$ cat config.mk
export PLATFORM = sky130hd
export DESIGN_NAME = hz_ctrl
export DESIGN_NICKNAME = d
export VERILOG_FILES = /design/src/rtl/hz_pkg.sv /design/src/rtl/hz_fwd_pick.sv /design/src/rtl/hz_stall_ctrl.sv /design/src/rtl/hz_ctrl.sv
export SDC_FILE = /design/constraint.sdc
export NUM_CORES = 1
export LEC_CHECK = 0
export BUFFER_PORTS_ARGS = -buffer_cell sky130_fd_sc_hd__clkbuf_2
export CORE_UTILIZATION = 40
export CTS_CLUSTER_DIAMETER = 150
export DETAILED_ROUTE_END_ITERATION = 8
export GPL_ROUTABILITY_DRIVEN = 1
export PLACE_DENSITY_LB_ADDON = 0.08
export SYNTH_ARGS = -nofsm -noshare
export SYNTH_HDL_FRONTEND = slang
export SYNTH_SLANG_ARGS = --single-unit
$ cat constraint.sdc
create_clock -name clk -period 1.65 [get_ports clk]
set_input_delay 0 -clock clk [delete_from_list [all_inputs] [get_ports clk]]
set_output_delay 0 -clock clk [all_outputs]
set_load 0.02 [all_outputs]
$ cat src/rtl/hz_pkg.sv
`timescale 1ns/1ps
package hz_pkg;

    typedef enum logic [1:0] {
        FWD_RF = 2'd0,
        FWD_M  = 2'd1,
        FWD_WB = 2'd2
    } fwd_sel_e;

    typedef struct packed {
        logic hold_if;
        logic hold_d;
        logic hold_e;
        logic hold_m;
        logic flush_if;
        logic flush_d;
        logic bubble_e;
        logic bubble_m;
        logic bubble_wb;
    } pipe_ctl_t;

    // The nearer producer carries the newer value of the register.
    function automatic fwd_sel_e pick_src(input logic hit_e, input logic hit_m);
        if (hit_e)      return FWD_M;
        else if (hit_m) return FWD_WB;
        else            return FWD_RF;
    endfunction

endpackage

$ cat src/rtl/hz_fwd_pick.sv
`timescale 1ns/1ps
module hz_fwd_pick
    import hz_pkg::*;
#(
    parameter int REG_W     = 5,
    parameter bit ZERO_SKIP = 1'b0
) (
    input  logic             use_i,
    input  logic [REG_W-1:0] rs_i,
    input  logic             e_valid_i,
    input  logic             e_we_i,
    input  logic [REG_W-1:0] e_rd_i,
    input  logic             m_valid_i,
    input  logic             m_we_i,
    input  logic [REG_W-1:0] m_rd_i,
    output fwd_sel_e         sel_o,
    output logic             e_hit_o
);
    logic eligible;
    logic hit_m;

    generate
        if (ZERO_SKIP) begin : g_skip
            assign eligible = use_i && (rs_i != '0);
        end else begin : g_plain
            assign eligible = use_i;
        end
    endgenerate

    assign e_hit_o = eligible && e_valid_i && e_we_i && (e_rd_i == rs_i);
    assign hit_m   = eligible && m_valid_i && m_we_i && (m_rd_i == rs_i);
    assign sel_o   = pick_src(e_hit_o, hit_m);
endmodule

$ cat src/rtl/hz_stall_ctrl.sv
`timescale 1ns/1ps
module hz_stall_ctrl
    import hz_pkg::*;
(
    input  logic      load_use_i,
    input  logic      e_valid_i,
    input  logic      e_busy_i,
    input  logic      e_br_taken_i,
    input  logic      m_wait_i,
    output pipe_ctl_t ctl_o
);
    always_comb begin
        ctl_o = '0;
        if (m_wait_i) begin
            ctl_o.hold_if   = 1'b1;
            ctl_o.hold_d    = 1'b1;
            ctl_o.hold_e    = 1'b1;
            ctl_o.hold_m    = 1'b1;
            ctl_o.bubble_wb = 1'b1;
        end else if (e_busy_i) begin
            ctl_o.hold_if  = 1'b1;
            ctl_o.hold_d   = 1'b1;
            ctl_o.hold_e   = 1'b1;
            ctl_o.bubble_m = 1'b1;
        end else if (e_valid_i && e_br_taken_i) begin
            ctl_o.flush_if = 1'b1;
            ctl_o.flush_d  = 1'b1;
        end else if (load_use_i) begin
            ctl_o.hold_if  = 1'b1;
            ctl_o.hold_d   = 1'b1;
            ctl_o.bubble_e = 1'b1;
        end
    end
endmodule

$ cat src/rtl/hz_ctrl.sv
`timescale 1ns/1ps
module hz_ctrl
    import hz_pkg::*;
#(
    parameter int REG_W     = 5,
    parameter bit ZERO_SKIP = 1'b0
) (
    input  logic             clk,
    input  logic             rst,
    input  logic             d_valid_i,
    input  logic [REG_W-1:0] d_rs1_i,
    input  logic             d_rs1_use_i,
    input  logic [REG_W-1:0] d_rs2_i,
    input  logic             d_rs2_use_i,
    input  logic             e_valid_i,
    input  logic [REG_W-1:0] e_rd_i,
    input  logic             e_we_i,
    input  logic             e_load_i,
    input  logic             e_busy_i,
    input  logic             e_br_taken_i,
    input  logic             m_valid_i,
    input  logic [REG_W-1:0] m_rd_i,
    input  logic             m_we_i,
    input  logic             m_wait_i,
    output logic             hold_if_o,
    output logic             hold_d_o,
    output logic             hold_e_o,
    output logic             hold_m_o,
    output logic             flush_if_o,
    output logic             flush_d_o,
    output logic             bubble_e_o,
    output logic             bubble_m_o,
    output logic             bubble_wb_o,
    output logic [1:0]       fwd_a_o,
    output logic [1:0]       fwd_b_o
);
    localparam int NSRC = 2;

    logic [REG_W-1:0] src_rs  [NSRC];
    logic             src_use [NSRC];
    fwd_sel_e         sel_d   [NSRC];
    fwd_sel_e         sel_q   [NSRC];
    logic [NSRC-1:0]  e_hit;
    logic             load_use;
    logic             clear_sel;
    pipe_ctl_t        ctl;

    assign src_rs[0]  = d_rs1_i;
    assign src_rs[1]  = d_rs2_i;
    assign src_use[0] = d_rs1_use_i;
    assign src_use[1] = d_rs2_use_i;

    generate
        for (genvar i = 0; i < NSRC; i++) begin : g_src
            hz_fwd_pick #(
                .REG_W     (REG_W),
                .ZERO_SKIP (ZERO_SKIP)
            ) u_pick (
                .use_i     (src_use[i]),
                .rs_i      (src_rs[i]),
                .e_valid_i (e_valid_i),
                .e_we_i    (e_we_i),
                .e_rd_i    (e_rd_i),
                .m_valid_i (m_valid_i),
                .m_we_i    (m_we_i),
                .m_rd_i    (m_rd_i),
                .sel_o     (sel_d[i]),
                .e_hit_o   (e_hit[i])
            );
        end
    endgenerate

    // A load's data exists only after memory, one cycle too late for
    // the instruction right behind it.
    assign load_use = d_valid_i && e_load_i && (|e_hit);

    hz_stall_ctrl u_stall (
        .load_use_i   (load_use),
        .e_valid_i    (e_valid_i),
        .e_busy_i     (e_busy_i),
        .e_br_taken_i (e_br_taken_i),
        .m_wait_i     (m_wait_i),
        .ctl_o        (ctl)
    );

    assign clear_sel = !d_valid_i || ctl.flush_d || ctl.bubble_e;

    always_ff @(posedge clk) begin
        for (int i = 0; i < NSRC; i++) begin
            if (rst)
                sel_q[i] <= FWD_RF;
            else if (!ctl.hold_e)
                sel_q[i] <= clear_sel ? FWD_RF : sel_d[i];
        end
    end

    assign hold_if_o   = ctl.hold_if;
    assign hold_d_o    = ctl.hold_d;
    assign hold_e_o    = ctl.hold_e;
    assign hold_m_o    = ctl.hold_m;
    assign flush_if_o  = ctl.flush_if;
    assign flush_d_o   = ctl.flush_d;
    assign bubble_e_o  = ctl.bubble_e;
    assign bubble_m_o  = ctl.bubble_m;
    assign bubble_wb_o = ctl.bubble_wb;
    assign fwd_a_o     = sel_q[0];
    assign fwd_b_o     = sel_q[1];
endmodule

======== Yosys cells after proc, flatten, opt, wreduce, memory -nomap -nowiden ========
Memories as Yosys holds them, arrays and structs flattened.
Cells that the tools add are included.
cells by class
  mux-type cells .......................... 24
  reduce and logical (&&, ||, !) cells .... 19
  bitwise operators ....................... 2
  equal/unequal tests ..................... 4
operator list
  operator             count
  $mux W2              12
  $eq A5 B5 Y1         4
  $logic_and A1 B1 Y1  15
  $mux W1              9
  $mux W3              2
  $mux W4              1
  $logic_or A1 B1 Y1   2
  $or A1 B1 Y1         2
  $reduce_or A2 Y1     1
  $logic_not A1 Y1     1
storage, ports and cells
  logic and storage cells ................. 50
  input bits .............................. 33
  memory bits (writable) .................. 4
  flip-flop bits (word level) ............. 0
  memories kept ........................... 1
memories
  name   words  bits a word  read ports  clocked after memory_dff  wr ports  RTL line       source
  sel_q  2      2            2           0                         2         hz_ctrl.sv:42  fwd_sel_e sel_q [NSRC];

======== Logic depth before layout (Yosys ltp) ========
Gate-level depths: netlist of run 1.
  depth after elaboration ................. 13
  depth in mapped cells ................... 5
  gate-level depth less buffers ........... 4

======== By module ========
A second synthesis of run 1 with hierarchy kept.
unflattened totals
  cell total of the unflattened synthesis .. 58
  area, all modules ....................... 538.0 µm²
by module, submodules not included
  module         area each (µm²)  sequential area each (µm²)  times used  cells an instance
  hz_fwd_pick    142.6            0.0                         2           18
  hz_ctrl        181.4            120.1                       1           11
  hz_stall_ctrl  71.3             0.0                         1           11

======== Worst setup path before layout of run 1 ========
No wires, ideal clock.
  path type ............................... in2out
  start point ............................. input port d_rs1_i[4]
  end point ............................... output port bubble_e_o
  stages on the path ...................... 4
  setup slack ............................. 474 ps
  required time ........................... 1650 ps
  path buffers ............................ 0
  data arrival time ....................... 1176 ps
  cell sequence ........................... xor2_1 > nor4_1 > nand3_1 > a211oi_1
between the ends
  word-level cells in the longest chain between the ends .. 8
ends and longest elaborated chain
  what                 RTL line             source
  start, declared      hz_ctrl.sv:11        input logic [REG_W-1:0] d_rs1_i,
  $eq A5 B5 Y1         hz_fwd_pick.sv:30    assign e_hit_o = eligible && e_valid_i && e_we_i && (e_rd_i == rs_i);
  $logic_and A1 B1 Y1  hz_fwd_pick.sv:30
  $reduce_or A2 Y1     hz_ctrl.sv:75        assign load_use = d_valid_i && e_load_i && (|e_hit);
  $logic_and A1 B1 Y1  hz_ctrl.sv:75
  $mux W1              hz_stall_ctrl.sv:28  end else if (load_use_i) begin
  $mux W1              hz_stall_ctrl.sv:25  end else if (e_valid_i && e_br_taken_i) begin
  $mux W3              hz_stall_ctrl.sv:20  end else if (e_busy_i) begin
  $mux W4              hz_stall_ctrl.sv:14  if (m_wait_i) begin
  end, declared        hz_ctrl.sv:31        output logic bubble_e_o,
Every way passes these cells.

======== Final worst setup path of run 1 ========
  start point ............................. input port d_rs1_i[3]
  end point ............................... output port bubble_e_o
Same word-level chain as after synthesis.

==> results of run 1 <==
==> cell usage after synthesis, drive strengths merged <==
cell type,number,area (um^2)
a211oi,1,7.51
nand4,2,12.5
or4,1,11.3
nor2b,1,6.26
buf,5,41.3
nor4,5,43.8
or2b,1,7.51
or2,1,6.26
edfxtp,4,120
xor2,16,140
and3,3,18.8
nand3,3,15.0
and4bb,2,25.0
nand2,6,22.5
nand3b,1,7.51
a21bo,1,10.0
xnor2,4,35.0
nor2,3,11.3
==> placed cells by master, fill, tap and decap left out, types with 2 or more instances in the layout <==
master	count
xnor2_1	4
nand3_1	3
xor2_1	16
and3_1	3
nor4_1	3
clkbuf_2	45
nand4_1	2
and4bb_1	2
nor2_1	3
nand2_1	6
edfxtp_1	4
nor4_2	2
clkbuf_4	3
==> stage by stage <==
step | utilization, % | instance area, um^2 | std cells | hold slack, ps
6_report | 64.6 | 766 | 117 | 185
5_1_grt | 64.6 | 766 | 117 | 214
4_1_cts | 64.6 | 766 | 117 | 180
3_5_place_dp | 62.7 | 743 | 114 | 252
3_3_place_gp | 62.7 | 743 | 114 | 249
2_1_floorplan | - | 542 | 60 | 78.1
==> where the power goes <==
group          internal [mW]  switching [mW]  total (mW)  leakage [nW]
clock network         0.0813          0.0391       0.120        0.0138
logic                 0.0714          0.0856       0.157         0.330
registers              0.119         0.00147       0.120        0.0407
total                  0.271           0.126       0.398         0.384
==> cell families (layout without fill, tap and decap cells) <==
group,count (synthesis),in the layout,share of synthesized area [%]
AO/OA/AOI/OAI,2,2,3.23
AND/OR/NAND/NOR,29,29,34.6
buffers and inverters,5,48,7.62
flip-flops,4,4,22.2
XOR/XNOR,20,20,32.3
==> final cells by class <==
cell class                      count  area, um^2
Clock buffer                        3        22.5
Tap cell                           14        17.5
Sequential cell                     4         120
Multi-Input combinational cell     51         380
Fill cell                         112         420
Timing Repair Buffer               45         225
==> worst max path at each step <==
stage | to | cells past startpoint
4_1_cts | bubble_e_o | 6
6_report | bubble_e_o | 6
3_5_place_dp | sel_q[1][1] | 5
5_1_grt | bubble_e_o | 6
2_1_floorplan | bubble_e_o | 4
3_3_place_gp | sel_q[0][1] | 5
==> per-layer routing <==
layer  vias to the layer above  share of wire, %  global-route usage, %
met4                         0               1.0                   9.48
met3                         2               7.3                   3.47
met2                        31                48                   33.8
met5                         -                 0                      0
li1                        301                 -                      -
met1                       257                43                   21.6
==> reports/metrics.cfg, run 1 <==
[floorplan]
initial_core_util_pct = 45.7
core-area_um2 = 1190
dieArea_um2 = 1510
boundaryPins = 46
rows = 12
fp.dieW_um = 38.8
fp.dieH_um = 38.8

[layout]
top_register = sel_q
finalNetCount = 138
area_delta_synth_final_pct = 41.3
reg_top3 = sel_q x4
largest_reg_flops = 4
layout-drive-gt1-share_pct = 50.5
n_antenna_cell = 0

[sta]
worstMarginPinSlew_ps = 359
finalCritPeriodShare_pct = 75.9
rsz0062_at_grt = false
hold_viol = 0
fmax_mhz = 799
slew_headroom_pct = 75.8
layout_min_cycle_time_ps = 1250
fin_ws_ps = 398
finalSetupTns_ps = 0
drv_slew = 0
setup_viol = 0

[global_routing]
antenna_found_initial = 0
grt_pass1_wl_um = 2010
grt_max_degree = 8
grt_use_total_pct = 19.2
grt_pass1_vias = 536
overflow = 0

[clocking]
numCtsBuffers = 3
path_clk_slew_ps = 40
cts_sinks = 4
holdBufCountCts = 0
root_buffer = clkbuf_4
cts.htree.levels = 1
ctsResizeCount = 0
cts_buffer_depth = 2
cts_setup_buffers = 0
cts_tree = yes

[outcome]
status = finished, final reports clean

[synth]
synth-seq-area-share_pct = 22.2
ys_ff_latch = 4
netlist_area_um2 = 542
synth.yosys.warnings = 0
syn_inst = 60
syn_nets = 93
ys_types = 20
avgSynthCellArea_um2 = 9.03

[critical_path]
worstPathArrival_ps = 1250
worstPathRequired_ps = 1650
cpPeakStageDelay_ps = 370
crit_type = in -> out
path_cells = clkbuf_2 > xor2_1 > nor4_1 > nand3_1 > a211oi_1 > clkbuf_2
end_kind = output pin
crit_buf_inv = 2
startpoint_type = input pin
critPathMostFrequentCell = clkbuf_2
critPathSlowestCell = nor4_1
crit_start = d_rs1_i[3]
crit_family = simple AND/OR/NAND/NOR gates
cp_max_fo = 3

[route]
antenna_left = 0
wl_per_cell_um = 10.6
routed_wl_um = 1240
vias_per_cell = 5.05
drt_iter0_drc = 13
drcViolationCount = 0
num_vias = 591
dr.pass1.iters = 4

[hold_path]
min_from = e_load_i
min_path_type = in -> reg
min_path_cells = 3
worstHoldEndpoint = sel_q[1][0]

[placed_design]
dpl.hpwl_um = 1130
port-buffer-count = 45
place_ws_ps = 357
place_congestion = 0.830

[power_and_ir_drop]
p_leak_nw = 0.384
power.total_mw = 0.398
power.density_nw_per_um2 = 519
max-vdd-ir-drop_mv = 0.171

[job]
cap_violations = 0

(Power assumes the default switching activity.)
==> inputs of run 2 (changes only) <==
--- a/config.mk
+++ b/config.mk
@@ -5,8 +5,9 @@
 export SDC_FILE = /design/constraint.sdc
 export NUM_CORES = 1
 export LEC_CHECK = 0
+export ABC_AREA = 1
 export BUFFER_PORTS_ARGS = -buffer_cell sky130_fd_sc_hd__clkbuf_2
-export CORE_UTILIZATION = 40
+export CORE_UTILIZATION = 35
 export CTS_CLUSTER_DIAMETER = 150
 export DETAILED_ROUTE_END_ITERATION = 8
 export GPL_ROUTABILITY_DRIVEN = 1
==> constraint.sdc (replaced) <==
create_clock -name clk -period 1.04 [get_ports clk]
set_input_delay 0 -clock clk [delete_from_list [all_inputs] [get_ports clk]]
set_output_delay 0 -clock clk [all_outputs]
set_load 0.02 [all_outputs]
==> reports/metrics.cfg, run 2 <==
[outcome]
status = finished with violations
failed_checks = DRC

[floorplan]
fp.dieW_um = 43.4  ; +12%
core-area_um2 = 1560  ; +31%
initial_core_util_pct = 38.4  ; -7.2 points
fp.dieH_um = 43.4  ; +12%
boundaryPins = 46  ; unchanged
dieArea_um2 = 1880  ; +25%
rows = 14  ; +2

[route]
antenna_left = 0  ; unchanged
drcViolationCount = 8  ; +8
drt_iter0_drc = 22  ; +9
num_vias = 756  ; +28%
routed_wl_um = 1380  ; +11%
dr.pass1.iters = 6  ; +2
vias_per_cell = 4.45  ; -12%
wl_per_cell_um = 8.12  ; -23%

[sta]
finalCritPeriodShare_pct = 86.8
fmax_mhz = 1110
finalSetupTns_ps = 0  ; unchanged
rsz0062_at_grt = false
setup_viol = 0  ; unchanged
worstMarginPinSlew_ps = 275  ; -84.4 ps
whs_ps = 132  ; -53.0 ps
layout_min_cycle_time_ps = 903
drv_slew = 0  ; unchanged
fin_ws_ps = 137  ; -261 ps
hold_viol = 0  ; unchanged
slew_headroom_pct = 81.6  ; +5.8 points

[global_routing]
overflow = 0  ; unchanged
groute.layer.met3.usage_pct = 4.58  ; +1.1 points
grt_use_met2_pct = 23.6  ; -10 points
grt_use_met1_pct = 21.5  ; -0.15 points
grt_pass1_wl_um = 2240  ; +11%
grt_use_total_pct = 15.7  ; -3.4 points
grt.busiest_layer = met2
grt_pass1_vias = 594  ; +11%
antenna_found_initial = 0  ; unchanged
grt_max_degree = 5  ; -3

[layout]
layout-drive-gt1-share_pct = 40.3  ; -10 points
layout_commonest_cell = clkbuf_2
area_delta_synth_final_pct = 41.5
largest_reg_flops = 4  ; unchanged
fin_area_um2 = 848  ; +11%
top_register = sel_q
final_cell_mix = clkbuf_2, nand2_1, nor2_1, inv_1, nand3_1
finalNetCount = 189  ; +37%
reg_top3 = sel_q x4
n_antenna_cell = 0  ; unchanged

[synth]
synth_fa_ha_area_share_pct = 0  ; unchanged
synth_top_area_share_pct = 23.8  ; -2.1 points
synth_top_family_by_area = simple AND/OR/NAND/NOR gates
ys_types = 17  ; -15%
synth-seq-area-share_pct = 20.0  ; -2.1 points
syn_nets = 142  ; +53%
ys.flop_type = edfxtp_1
yosys-top-cells-count = nand2_1, inv_1, nor2_1
synthTopCellsByArea = nand2_1, edfxtp_1, inv_1, nor2_1, nand3_2
synthMuxAreaShare_pct = 0  ; unchanged
syn_inst = 109  ; +82%
synth.most_common_cell = nand2_1
synthXorXnorAreaFrac_pct = 4.38  ; -28 points
ys_ff_latch = 4  ; unchanged
synth-simple-area-share_pct = 52.6  ; +18 points
synth.yosys.warnings = 0  ; unchanged
netlist_area_um2 = 599  ; +11%
avgSynthCellArea_um2 = 5.50  ; -39%
async_flop_share_pct = 0  ; unchanged
synth_edf_count = 4  ; unchanged
synth_area_leader_cell = nand2_1
synth_compound_area_share_pct = 4.80  ; +1.6 points

[placed_design]
place_congestion = 0.775  ; -6.6%
dpl.hpwl_um = 1240  ; +10%
port-buffer-count = 45  ; unchanged
place_ws_ps = -33.9  ; -391 ps
dpl_cell_area_um2 = 822  ; +11%

[critical_path]
critPathSlowestCell = clkbuf_2
crit_family = simple AND/OR/NAND/NOR gates
crit_buf_inv = 3  ; +1
crit_type = in -> out
cp_max_fo = 3  ; unchanged
end_kind = output pin
worstPathRequired_ps = 1040  ; -610 ps
critPathMostFrequentCell = nand2_1
path_cells = clkbuf_2 > inv_1 > nand2_1 > nand2_1 > nor2_1 > nand3_2 > nand2_1 > nand2_2 > nand2_1 > clkbuf_2
startpoint_type = input pin
worstPathArrival_ps = 900  ; -350 ps
cpPeakStageDelay_ps = 170  ; -200 ps

[hold_path]
min_from = rst
min_path_type = in -> reg
worstHoldEndpoint = sel_q[1][0]
min_path_cells = 2  ; -1

[clocking]
cts_sinks = 4  ; unchanged
cts_buffer_depth = 2  ; unchanged
holdBufCountCts = 0  ; unchanged
cts_tree = yes
root_buffer = clkbuf_4
path_clk_slew_ps = 30  ; about the same
numCtsBuffers = 3  ; unchanged
cts.htree.levels = 1  ; unchanged

[power_and_ir_drop]
p_leak_nw = 0.527  ; +37%
power.total_mw = 0.642  ; +61%
max-vdd-ir-drop_mv = 0.281  ; +65%
power.density_nw_per_um2 = 757  ; +46%

[job]
cap_violations = 0  ; unchanged

## run 2: cell types whose count changed after synthesis, sizes merged, moves of 2 or more
cell / delta
and3: -3
and4bb: -2
inv: +21
nand2: +33
nand3: +5
nor2: +17
nor3: +2
nor4: -5
o22ai: +3
xnor2: -4
xor2: -13
## run 2: cell families (layout without fill, tap and decap cells)
kind of cell,after synthesis,count (layout)
flops,4,4
xor+xnor,3,3
buf+inv,25,70
compound gates,5,5
simple gates,72,72
## run 2: repair_timing
item	in CTS	in global routing
setup buffers	0	0
gates resized for setup	0	2
setup endpoints to repair	0	1
## run 2: power by group
group,switching (mW),internal [mW]
logic,0.158,0.109
registers,0.00212,0.189
clock network,0.0554,0.129
total,0.216,0.426
## run 2: cell type report
type,count,area [um^2]
Inverter,21,78.8
Sequential cell,4,120
Tap cell,16,20.0
Timing Repair Buffer,46,233
Clock buffer,3,22.5
Fill cell,188,711
Multi-Input combinational cell,80,374
## run 2: worst max path at each step
stage	start	end	slack, ps	cells after the start
2_1_floorplan	e_busy_i	flush_if_o	110	4
3_3_place_gp	e_rd_i[4]	sel_q[1][1]	-10	9
3_5_place_dp	e_rd_i[4]	sel_q[1][0]	-30	9
4_1_cts	e_rd_i[4]	bubble_e_o	90	9
5_1_grt	d_rs2_i[0]	bubble_e_o	10	10
6_report	d_rs2_i[0]	hold_d_o	140	10
## run 2: per-layer routing
layer  wire, um  vias to the layer above
met5          0                        -
met4          0                        0
met3         87                        0
met2        626                       24
met1        666                      311
li1           -                      421
## run 2: per-stage QoR
stage	instances	utilization (%)
floorplan	109	-
global placement	167	52.7
detailed placement	167	52.7
CTS	170	54.2
global route	170	54.4
finish	170	54.4
==> inputs of run 3 (changes only) <==
--- a/config.mk
+++ b/config.mk
@@ -11,7 +11,7 @@
 export CTS_CLUSTER_DIAMETER = 150
 export DETAILED_ROUTE_END_ITERATION = 8
 export GPL_ROUTABILITY_DRIVEN = 1
-export PLACE_DENSITY_LB_ADDON = 0.08
+export PLACE_DENSITY = 0.77
 export SYNTH_ARGS = -nofsm -noshare
 export SYNTH_HDL_FRONTEND = slang
 export SYNTH_SLANG_ARGS = --single-unit
==> constraint.sdc (replaced) <==
create_clock -name clk -period 1.04 [get_ports clk]
set_input_delay 0 -clock clk [delete_from_list [all_inputs] [get_ports clk]]
set_output_delay 0 -clock clk [all_outputs]
set_load 0.05 [all_outputs]
==> reports/metrics.cfg, run 3 (synthesis results as in run 2) <==
[critical_path]
crit_type = in -> out
cp_max_fo = 3  ; unchanged
end_kind = output pin
worstPathArrival_ps = 930  ; +30 ps
critPathSlowestCell = clkbuf_4
worstPathRequired_ps = 1040  ; about the same
path_cells = clkbuf_2 > inv_1 > nand2_1 > nand2_1 > nor2_2 > nand3_2 > nand2_1 > nand2_2 > nand2_1 > clkbuf_4
critPathMostFrequentCell = nand2_1
cpPeakStageDelay_ps = 230  ; +60 ps
startpoint_type = input pin

[global_routing]
grt_pass1_vias = 676  ; +14%
grt_pass1_wl_um = 2620  ; +17%
grt_use_total_pct = 17.4  ; +1.7 points
overflow = 0  ; unchanged
antenna_found_initial = 0  ; unchanged
grt_max_degree = 5  ; unchanged

[layout]
n_antenna_cell = 0  ; unchanged
largest_reg_flops = 4  ; unchanged
fill_cells = 161  ; -14%
layout_commonest_cell = clkbuf_2
layout-drive-gt1-share_pct = 41.9  ; +1.7 points
final_core_util_pct = 56.3  ; +1.8 points
regArea_um2 = 120  ; unchanged
fin_area_um2 = 877  ; +3.4%
reg_top3 = sel_q x4
final_cell_mix = clkbuf_2, nand2_1, inv_1, nor2_1
multiInputGateArea_um2 = 384  ; +2.7%
top_register = sel_q
area_delta_synth_final_pct = 46.3
finalNetCount = 190  ; +0.53%

[route]
m1WireLength_um = 623  ; -6.5%
wl_met3_um = 100  ; +15%
top_layer_used = met4
routed_wl_um = 1520  ; +10%
vias_per_cell = 4.73  ; +6.4%
wl_per_cell_um = 8.88  ; +9.4%
dr.pass1.iters = 7  ; +1
antenna_left = 0  ; unchanged
wl_met2_um = 790  ; +26%
drt_iter0_drc = 16  ; -27%
num_vias = 809  ; +7.0%
drcViolationCount = 3  ; -5

[power_and_ir_drop]
p_leak_nw = 0.533  ; +1.1%
max-vdd-ir-drop_mv = 0.417  ; +48%
power.total_mw = 0.705  ; +9.8%
power.density_nw_per_um2 = 804  ; +6.2%

[placed_design]
place_congestion = 0.837  ; +8.0%
dpl.hpwl_um = 1390  ; +12%
dpl_cell_area_um2 = 840  ; +2.1%
port-buffer-count = 45  ; unchanged

[clocking]
holdBufCountCts = 0  ; unchanged
cts_sinks = 4  ; unchanged
cts_buffer_depth = 2  ; unchanged
path_clk_slew_ps = 40  ; about the same
cts_tree = yes
root_buffer = clkbuf_4
cts.htree.levels = 1  ; unchanged
numCtsBuffers = 3  ; unchanged

[outcome]
failed_checks = DRC
status = finished with violations

[sta]
whs_ps = 138  ; +6.15 ps
hold_viol = 0  ; unchanged
drv_slew = 0  ; unchanged
fmax_mhz = 1070  ; -3.3%
setup_viol = 0  ; unchanged
finalCritPeriodShare_pct = 89.8  ; +2.9 points
rsz0062_at_grt = true
layout_min_cycle_time_ps = 934  ; +30.6 ps
slew_headroom_pct = 81.1  ; -0.56 points
finalSetupTns_ps = 0  ; unchanged
worstMarginPinSlew_ps = 285  ; +10.6 ps

[floorplan]
fp.dieW_um = 43.4  ; unchanged
rows = 14  ; unchanged
initial_core_util_pct = 38.4  ; unchanged
fp.dieH_um = 43.4  ; unchanged
boundaryPins = 46  ; unchanged
core-area_um2 = 1560  ; unchanged
dieArea_um2 = 1880  ; unchanged

[hold_path]
min_path_type = in -> reg

[job]
cap_violations = 0  ; unchanged

## run 3: cell types whose count changed in the layout (fill, tap and decap cells not counted)
cell	delta
nor2_4	+1
nor2_1	-2
clkbuf_2	-2
buf_6	+1
nor2_2	+1
clkbuf_4	+2
buf_2	-1
buf_4	+1
## run 3: stage by stage
step | instances | worst slack, ps
after floorplan | 109 | -79.6
after global placement | 168 | 25.6
after detailed placement | 168 | -1.56
after CTS | 171 | 35.4
after global routing | 171 | -16.2
final | 171 | 106
## run 3: what timing repair did
action	in CTS	in global routing
endpoints found under the setup margin	0	3
gates resized for setup	0	9
buffers inserted	0	0
## run 3: layer usage
metal	track usage [%]	up-vias
met4	1.88	0
met5	0	-
met1	24.3	346
met2	30.6	39
met3	1.25	2
li1	-	422
## run 3: power by group
part           total (mW)  switching [mW]  internal, mW
combinational       0.332           0.220         0.112
sequential          0.191         0.00239         0.189
clock               0.182          0.0540         0.128
total               0.705           0.276         0.429
## run 3: cell type report
cell class / instances / share of cell area [%]
Clock buffer: 3 / 2.57
Inverter: 21 / 8.99
Multi-Input combinational cell: 80 / 43.8
Sequential cell: 4 / 13.7
Tap cell: 16 / 2.28
Timing Repair Buffer: 47 / 28.7
## run 3: path summary, 6_finish.rpt
| check | startpoint | to | slack (ps) | cells past startpoint |
|---|---|---|---|---|
| worst min-delay path | rst | sel_q[0][0] | 140 | 2 |
| worst max-delay path | d_rs1_i[2] | hold_d_o | 110 | 10 |
## run 3: critical path, delay by kind of cell
| family | cells | cell delay (ps) |
|---|---|---|
| simple gates | 7 | 560 |
| buf+inv | 3 | 380 |
